==> config.mk <==
export PLATFORM = sky130hd
export DESIGN_NAME = gpio_altfn_port
export DESIGN_NICKNAME = d
export VERILOG_FILES = /design/src/rtl/gpio_port_pkg.sv /design/src/rtl/gpio_port_regs.sv /design/src/rtl/gpio_pad_sync.sv /design/src/rtl/gpio_pin_override.sv /design/src/rtl/gpio_altfn_port.sv
export SDC_FILE = /design/constraint.sdc
export NUM_CORES = 1
export LEC_CHECK = 0
export ABC_CLOCK_PERIOD_IN_PS = 1200
export BUFFER_PORTS_ARGS = -buffer_cell sky130_fd_sc_hd__buf_4
export CAP_MARGIN = 10
export CORE_ASPECT_RATIO = 0.6
export CORE_UTILIZATION = 43
export DETAILED_ROUTE_END_ITERATION = 16
export PLACE_DENSITY = 0.79
export RECOVER_POWER = 50
export REMOVE_ABC_BUFFERS = 1
export SYNTH_ARGS = -nofsm -noshare
export SYNTH_HDL_FRONTEND = slang
export SYNTH_SLANG_ARGS = --single-unit
export TNS_END_PERCENT = 50
==> constraint.sdc <==
create_clock -name clk -period 1.2 [get_ports clk]
set_clock_uncertainty 0.15 [all_clocks]
set_input_delay 0.12 -clock clk [delete_from_list [all_inputs] [get_ports clk]]
set_output_delay 0.12 -clock clk [all_outputs]
set_load 0.05 [all_outputs]
==> src/rtl/gpio_port_pkg.sv <==
package gpio_port_pkg;
  typedef enum logic {
    SEL_DATA = 1'b0,
    SEL_DIR  = 1'b1
  } port_sel_e;

  localparam int MUX_BITS = 2;
  localparam int NUM_TRIG = 2;
endpackage

==> src/rtl/gpio_port_regs.sv <==
module gpio_port_regs
  import gpio_port_pkg::*;
#(
  parameter int WIDTH = 8
) (
  input  logic             clk,
  input  logic             rst_n,
  input  logic             wr_en,
  input  logic             wr_sel,
  input  logic [WIDTH-1:0] wr_data,
  output logic [WIDTH-1:0] data_q,
  output logic [WIDTH-1:0] dir_q
);
  logic             data_we;
  logic             dir_we;
  logic [WIDTH-1:0] data_d;
  logic [WIDTH-1:0] dir_d;

  always_comb begin
    data_we = wr_en && (wr_sel == SEL_DATA);
    dir_we  = wr_en && (wr_sel == SEL_DIR);
    data_d  = data_we ? wr_data : data_q;
    dir_d   = dir_we  ? wr_data : dir_q;
  end

  always_ff @(posedge clk or negedge rst_n) begin
    if (!rst_n) begin
      data_q <= '0;
      dir_q  <= '0;
    end else begin
      data_q <= data_d;
      dir_q  <= dir_d;
    end
  end

  AST_DATA_WRITE: assert property (@(posedge clk) disable iff (!rst_n)
    (wr_en && wr_sel == SEL_DATA) |=> (data_q == $past(wr_data)));
  AST_DIR_WRITE: assert property (@(posedge clk) disable iff (!rst_n)
    (wr_en && wr_sel == SEL_DIR) |=> (dir_q == $past(wr_data)));
endmodule

==> src/rtl/gpio_pad_sync.sv <==
module gpio_pad_sync #(
  parameter int WIDTH  = 8,
  parameter int STAGES = 2
) (
  input  logic             clk,
  input  logic             rst_n,
  input  logic [WIDTH-1:0] pad_in,
  output logic [WIDTH-1:0] pad_sync
);
  logic [WIDTH-1:0] stage_q [STAGES];
  logic [WIDTH-1:0] stage_d [STAGES];
  logic             past_ok_q;

  always_comb begin
    stage_d[0] = pad_in;
    for (int k = 1; k < STAGES; k++) begin
      stage_d[k] = stage_q[k-1];
    end
  end

  always_ff @(posedge clk or negedge rst_n) begin
    if (!rst_n) begin
      for (int k = 0; k < STAGES; k++) begin
        stage_q[k] <= '0;
      end
      past_ok_q <= 1'b0;
    end else begin
      for (int k = 0; k < STAGES; k++) begin
        stage_q[k] <= stage_d[k];
      end
      past_ok_q <= 1'b1;
    end
  end

  assign pad_sync = stage_q[STAGES-1];

  AST_SYNC_FIRST: assert property (@(posedge clk) disable iff (!rst_n)
    past_ok_q |-> (stage_q[0] == $past(pad_in)));
  if (STAGES > 1) begin : g_chain_chk
    AST_SYNC_CHAIN: assert property (@(posedge clk) disable iff (!rst_n)
      past_ok_q |-> (stage_q[STAGES-1] == $past(stage_q[STAGES-2])));
  end
endmodule

==> src/rtl/gpio_pin_override.sv <==
module gpio_pin_override
  import gpio_port_pkg::*;
#(
  parameter int WIDTH   = 8,
  parameter int MUX_LSB = 0,
  parameter int TRIG_A  = 3,
  parameter int TRIG_B  = 4
) (
  input  logic [WIDTH-1:0]    data_q,
  input  logic [WIDTH-1:0]    dir_q,
  input  logic [WIDTH-1:0]    pad_sync,
  input  logic                xmux_q,
  input  logic [NUM_TRIG-1:0] trig_q,
  input  logic [MUX_BITS-1:0] mux_addr,
  output logic [WIDTH-1:0]    pad_oe,
  output logic [WIDTH-1:0]    pad_out,
  output logic [WIDTH-1:0]    port_rd
);
  for (genvar i = 0; i < WIDTH; i++) begin : g_pin
    logic is_mux;
    logic is_trig;
    logic mux_bit;

    if (i >= MUX_LSB && i < MUX_LSB + MUX_BITS) begin : g_mux_pin
      assign is_mux  = xmux_q;
      assign mux_bit = mux_addr[i-MUX_LSB];
    end else begin : g_plain_pin
      assign is_mux  = 1'b0;
      assign mux_bit = 1'b0;
    end

    if (i == TRIG_A) begin : g_trig_a
      assign is_trig = trig_q[0];
    end else if (i == TRIG_B) begin : g_trig_b
      assign is_trig = trig_q[1];
    end else begin : g_no_trig
      assign is_trig = 1'b0;
    end

    always_comb begin
      if (is_mux) begin
        pad_oe[i]  = 1'b1;
        pad_out[i] = mux_bit;
        port_rd[i] = mux_bit;
      end else if (is_trig) begin
        pad_oe[i]  = 1'b0;
        pad_out[i] = data_q[i];
        port_rd[i] = pad_sync[i];
      end else begin
        pad_oe[i]  = dir_q[i];
        pad_out[i] = data_q[i];
        port_rd[i] = dir_q[i] ? data_q[i] : pad_sync[i];
      end
    end
  end
endmodule

==> src/rtl/gpio_altfn_port.sv <==
module gpio_altfn_port
  import gpio_port_pkg::*;
#(
  parameter int WIDTH       = 8,
  parameter int SYNC_STAGES = 2,
  parameter int MUX_LSB     = 0,
  parameter int TRIG_A      = 3,
  parameter int TRIG_B      = 4
) (
  input  logic                clk,
  input  logic                rst_n,
  input  logic                wr_en,
  input  logic                wr_sel,
  input  logic [WIDTH-1:0]    wr_data,
  input  logic                rd_sel,
  output logic [WIDTH-1:0]    rd_data,
  input  logic                xmux_en,
  input  logic [MUX_BITS-1:0] mux_addr,
  input  logic [NUM_TRIG-1:0] trig_en,
  input  logic [WIDTH-1:0]    pad_in,
  output logic [WIDTH-1:0]    pad_oe,
  output logic [WIDTH-1:0]    pad_out,
  output logic [NUM_TRIG-1:0] trig_out
);
  localparam int MUX_MSB = MUX_LSB + MUX_BITS - 1;

  logic [WIDTH-1:0]    data_q;
  logic [WIDTH-1:0]    dir_q;
  logic [WIDTH-1:0]    pad_sync;
  logic [WIDTH-1:0]    port_rd;
  logic                xmux_q;
  logic                xmux_d;
  logic [NUM_TRIG-1:0] trig_q;
  logic [NUM_TRIG-1:0] trig_d;

  gpio_port_regs #(.WIDTH(WIDTH)) u_regs (
    .clk     (clk),
    .rst_n   (rst_n),
    .wr_en   (wr_en),
    .wr_sel  (wr_sel),
    .wr_data (wr_data),
    .data_q  (data_q),
    .dir_q   (dir_q)
  );

  gpio_pad_sync #(.WIDTH(WIDTH), .STAGES(SYNC_STAGES)) u_sync (
    .clk      (clk),
    .rst_n    (rst_n),
    .pad_in   (pad_in),
    .pad_sync (pad_sync)
  );

  always_comb begin
    xmux_d = xmux_en;
    trig_d = trig_en;
  end

  always_ff @(posedge clk or negedge rst_n) begin
    if (!rst_n) begin
      xmux_q <= 1'b0;
      trig_q <= '0;
    end else begin
      xmux_q <= xmux_d;
      trig_q <= trig_d;
    end
  end

  gpio_pin_override #(
    .WIDTH   (WIDTH),
    .MUX_LSB (MUX_LSB),
    .TRIG_A  (TRIG_A),
    .TRIG_B  (TRIG_B)
  ) u_ovr (
    .data_q   (data_q),
    .dir_q    (dir_q),
    .pad_sync (pad_sync),
    .xmux_q   (xmux_q),
    .trig_q   (trig_q),
    .mux_addr (mux_addr),
    .pad_oe   (pad_oe),
    .pad_out  (pad_out),
    .port_rd  (port_rd)
  );

  always_comb begin
    rd_data     = (rd_sel == SEL_DIR) ? dir_q : port_rd;
    trig_out[0] = trig_q[0] & pad_sync[TRIG_A];
    trig_out[1] = trig_q[1] & pad_sync[TRIG_B];
  end

  AST_MUX_FORCED_OUT: assert property (@(posedge clk) disable iff (!rst_n)
    xmux_en |=> (pad_oe[MUX_MSB:MUX_LSB] == '1));
  AST_MUX_READBACK: assert property (@(posedge clk) disable iff (!rst_n)
    xmux_en |=> (rd_sel == SEL_DIR || rd_data[MUX_MSB:MUX_LSB] == mux_addr));
  AST_TRIG_A_INPUT: assert property (@(posedge clk) disable iff (!rst_n)
    trig_en[0] |=> !pad_oe[TRIG_A]);
  AST_TRIG_B_INPUT: assert property (@(posedge clk) disable iff (!rst_n)
    trig_en[1] |=> !pad_oe[TRIG_B]);
  AST_TRIG_IDLE_LOW: assert property (@(posedge clk) disable iff (!rst_n)
    !trig_en[0] |=> !trig_out[0]);
  AST_DIR_READBACK: assert property (@(posedge clk) disable iff (!rst_n)
    (wr_en && wr_sel == SEL_DIR) |=> (rd_sel == SEL_DATA || rd_data == $past(wr_data)));
endmodule

# After elaboration in Yosys (flattened, before gate mapping)
# Cells that the tools add are included.
op_classes:
  n_reduce_logical: 2
  muxes: 19
  n_bitwise: 3
op_table:
  columns: ["op", "n"]
  rows:
  - ["$mux 1", 18]
  - ["$mux 8", 1]
  - ["$and 1x1->1", 2]
  - ["$logic_and 1x1->1", 2]
  - ["$not 1->1", 1]
word_totals:
  inputBits: 26
  regBits: 35
  out_inout_bits: 26

# Logic depth before layout (Yosys ltp)
depth:
  ltp_word: 3
  ltp_mapped: 5
  ltp_nobuf: 3

# By module
# From an unflattened synthesis, not the netlist that was laid out.
unflattened:
  cells_unflattened: 95
  hier_area_um2: 1506.4
by_module_without_submodules:
  columns: ["module", "cells_each", "area_each_um2", "n_inst"]
  rows:
  - ["gpio_port_regs", 35, 641.9, 1]
  - ["gpio_pad_sync", 16, 400.4, 1]
  - ["gpio_pin_override", 30, 245.2, 1]
  - ["gpio_altfn_port", 14, 219.0, 1]

# Least setup slack after synthesis
# No wires, ideal clock.
synth_timing:
  path_kind: "register -> output"
  start: "reg u_regs.dir_q[4]"
  end: "out rd_data[4]"
  stages_incl_launch_ff: 4
  arrival_time_ns: 2.030
  setup_slack_ns: -1.100
  required_time_ns: 0.930
  path_cell_list: "dfrtp_1 -> nor2b_1 -> a211oi_1 -> a21oi_1"
synth_between:
  elab_chain_len: 3
synth_rtl:
  columns: ["item", "line", "text"]
  rows:
  - ["start: declaration", "gpio_port_regs.sv:12", "output logic [WIDTH-1:0] dir_q"]
  - ["start signal: assignment", "gpio_port_regs.sv:32", "dir_q <= dir_d;"]
  - ["$mux 1", "gpio_pin_override.sv:52", "port_rd[i] = dir_q[i] ? data_q[i] : pad_sync[i];"]
  - ["$mux 1", "gpio_pin_override.sv:45", "end else if (is_trig) begin"]
  - ["$mux 8 (*)", "gpio_altfn_port.sv:86", "rd_data = (rd_sel == SEL_DIR) ? dir_q : port_rd;"]
  - ["end: declaration", "gpio_altfn_port.sv:16", "output logic [WIDTH-1:0] rd_data,"]
# Every way passes the cells marked *; elsewhere a longest branch is shown, timed or not.

# Worst setup path in the final report
layout_timing:
  start: "reg u_regs.dir_q[1]"
  end: "out rd_data[1]"
layout_between:
  elab_chain_len: 3
layout_rtl:
  columns: ["item", "line", "text"]
  rows:
  - ["$mux 1", "gpio_pin_override.sv:52", null]
  - ["$mux 1", "gpio_pin_override.sv:41", "if (is_mux) begin"]
  - ["$mux 8 (*)", "gpio_altfn_port.sv:86", null]
# Marks and branches as above.

==> reports/results.md <==
| Parameter | This run | Unit |
|:---|:---|:---|
| Width of the die | 75.21 | um |
| Number of remaining DRC errors | 0 | - |
| CP Class | flop to output pin | - |
| Number of warnings printed during yosys synthesis | 0 | - |
| Synth top area cells | sky130_fd_sc_hd__dfrtp_1, sky130_fd_sc_hd__mux2_2, sky130_fd_sc_hd__buf_4 | - |
| Final number of setup-violating endpoints | 20 | - |
| Status | complete, but fails checks | - |
| Min-Delay Path Class | primary input to flop | - |
| Clock root buffer master | sky130_fd_sc_hd__clkbuf_8 | - |
| Aggregate global routing overflow | 0 | - |
| Clock tree from TritonCTS | yes | - |
| Unrepaired setup endpoints after global routing | true | - |
| Clk buf depth | 2 | - |
| Hold path depth | 4 | - |
| EDFF count, synth | 0 | - |
| Number of max-capacitance violations reported | 0 | - |
| Leading cell types by count after synthesis | sky130_fd_sc_hd__dfrtp_1, sky130_fd_sc_hd__mux2_2, sky130_fd_sc_hd__buf_4, sky130_fd_sc_hd__o21ai_0 | - |
| CTS Buf Count | 5 | - |
| Number of ports placed on the die boundary | 52 | - |
| Instance area after placement | 0.001824 | mm^2 |
| Critical Path End Type | output pin | - |
| First-iteration detailed-routing DRC count | 42 | - |
| Vertical die dimension | 45.92 | um |
| HPWL after detailed placement | 2057 | um |
| Max-slew violations | 0 | - |
| Gr usage total | 21.71 | % |
| Core box area | 0.002965 | mm^2 |
| Vias per std cell | 4.602 | - |
| Total Routed Length | 3314 | um |
| Setup TNS Final | -4.299 | ns |
| Violated checks | negative setup slack | - |
| Number of global-route vias before repair | 1140 | - |
| Mean post-synth cell area | 13.04 | um^2 |
| Worst Hold Slack | 0.1639 | ns |
| Primary flip-flop cell chosen by synthesis mapping | sky130_fd_sc_hd__dfrtp_1 | - |
| Synth-to-layout area growth | 70.95 | % |
| First-pass iteration count of the detailed router | 4 | - |
| CP Data Required Time | 0.93 | ns |
| Number of standard cells in the final layout excluding fillers | 236 | - |
| Power density over the cells | 1444 | mW/mm^2 |
| Total standard cell area after synthesis | 0.001383 | mm^2 |
| Slew at the pin closest to its max-slew limit | 0.4633 | ns |
| Final critical path time including I/O delays and setup | 1.857 | ns |
| H-tree level count | 2 | - |
| Number of clock sinks | 35 | - |
| Maximum VDD drop | 0.001099 | V |
| Most common cell in the netlist | sky130_fd_sc_hd__dfrtp_1 | - |
| Gp weighted congestion | 0.7287 | - |
| Antenna-violating nets left | 0 | - |
| # diodes | 0 | - |
| Peak Freq | 0.5385 | GHz |
| Proportion of synthesized chip area in sequential cells | 63.35 | % |
| Max-Slew Margin vs Limit | 69.11 | % |
| Fraction of post-synthesis cell area in the top cell type by area | 63.35 | % |
| Worst-Skew Late Latency | 0.29 | ns |
| Post-synth cell types | 17 | - |
| Synthesis-stage register bit count | 35 | - |
| Cell type with the largest total area after synthesis | sky130_fd_sc_hd__dfrtp_1 | - |
| Final nets | 219 | - |
| Logic depth of the worst register-to-register path | 3 | - |
| Final routed wire length divided by cell count | 14.04 | um |
| Final worst path period share | 154.7 | % |
| Arrival time reported for the critical path endpoint | 1.59 | ns |
| Port bufs | 51 | - |
| Vias | 1086 | - |
| Final hold vios | 0 | - |
| Global-route wire length before repair | 5002 | um |
| Layout cells sized above 1 | 56.19 | % |
| Maximum number of pins on one net before global-route repair | 36 | - |
| Number of standard-cell rows in the floorplan | 15 | - |
| PnR worst setup slack | -0.6570 | ns |
| Die Footprint | 0.003453 | mm^2 |
| Fill cell total of the finished layout | 188 | - |
| Clock transition at the register clock pins on the worst setup and hold paths after CTS | 0.07 | ns |
| Initial core utilization | 46.62 | % |
| Synth Instances | 106 | - |
| Share of synthesized flip-flops with an asynchronous set or reset | 100.0 | % |
| Top fanout value on the critical path | 2 | - |
| Initial antenna violation count | 0 | - |
| Final cell area excluding filler cells | 0.002364 | mm^2 |
| Leakage dissipation | 1.110 | nW |
| Inst Count DP | 197 | - |
| Category of the worst setup path launch point | flop | - |
## flip-flops by register name, summed over array words and instances (netlist names)
name / cells
u_regs.data_q: 8
trig_q: 2
xmux_q: 1
u_sync.stage_d: 8
u_regs.dir_q: 8
u_sync.pad_sync: 8
## final timing paths
path / from / slack [ns] / to
setup reg to reg: u_regs.dir_q[1] / 0.04 / u_regs.dir_q[1]
max in group asynchronous: rst_n / 0.36 / u_regs.dir_q[2]
hold / removal: wr_en / 0.16 / u_regs.dir_q[2]
min in group asynchronous: rst_n / 0.20 / u_regs.data_q[3]
hold reg to reg: u_sync.stage_d[7] / 0.20 / u_sync.pad_sync[7]
setup / recovery: u_regs.dir_q[1] / -0.66 / rd_data[1]
## placed cells by master (no fill, tap or decap), drive strengths merged, types with 2 or more instances in the layout
| cell type | instances |
|---|---|
| o211ai | 2 |
| buf | 61 |
| and2 | 2 |
| dfrtp | 35 |
| or2 | 2 |
| clkbuf | 19 |
| o21ai | 10 |
| or3b | 2 |
| mux2 | 16 |
| nand2b | 5 |
| dlygate4sd3 | 20 |
| nor2 | 3 |
| nand2 | 7 |
| nor2b | 7 |
## layer usage
metal / GRT usage (%) / part of all wire [%] / up-vias
li1: - / - / 519
met1: 23.88 / 41 / 517
met2: 39.10 / 52 / 46
met3: 6.416 / 5.7 / 4
met4: 11.11 / 1.1 / 0
met5: 0 / 0 / -
## logic make-up after synthesis
kind of cell           Yosys count  synth area share [%]
AOI/OAI and AO/OA               14                 5.973
buffers and inverters           13                 6.425
muxes                           16                 13.03
and+or+nand+nor                 28                 11.22
DFF                             35                 63.35
## per-stage QoR
step	utilization, %	setup slack [ns]	total power, mW
finish	79.70	-0.6570	3.414
floorplan	-	-1.100	1.969
global route	79.70	-0.7296	3.567
CTS	76.46	-0.6571	3.347
detailed placement	61.52	-0.3761	2.352
global placement	61.52	-0.3476	2.329
## final cells by class
type                            count  area [um^2]  share of cell area [%]
Timing Repair Buffer               93        869.6                   36.79
Sequential cell                    35        877.1                   37.11
Clock inverter                      1        5.005                  0.2118
Clock buffer                        7        76.32                   3.229
Tap cell                           42        52.55                   2.223
Multi-Input combinational cell     58        483.0                   20.43
## worst max-delay path: stages (launching register included)
cell and delay, ns:
sky130_fd_sc_hd__dfrtp_1 0.38, sky130_fd_sc_hd__or2_1 0.25, sky130_fd_sc_hd__or3b_1 0.35, sky130_fd_sc_hd__o211ai_1 0.10, sky130_fd_sc_hd__buf_4 0.22
## timing repair
action,in CTS,in global routing
pin swaps,8,1
resized for setup,35,19
endpoints found under the hold margin,62,0
hold buffers,20,0
setup endpoints to repair,17,22
buffers inserted,7,6
## power breakdown
part           internal, mW  leakage, nW  switching, mW  total, mW
sequential             1.29        0.408         0.0758       1.37
clock                 0.406       0.0422          0.396      0.802
combinational         0.561        0.660          0.681       1.24
No activity file was read; power rests on OpenSTA's default activity.
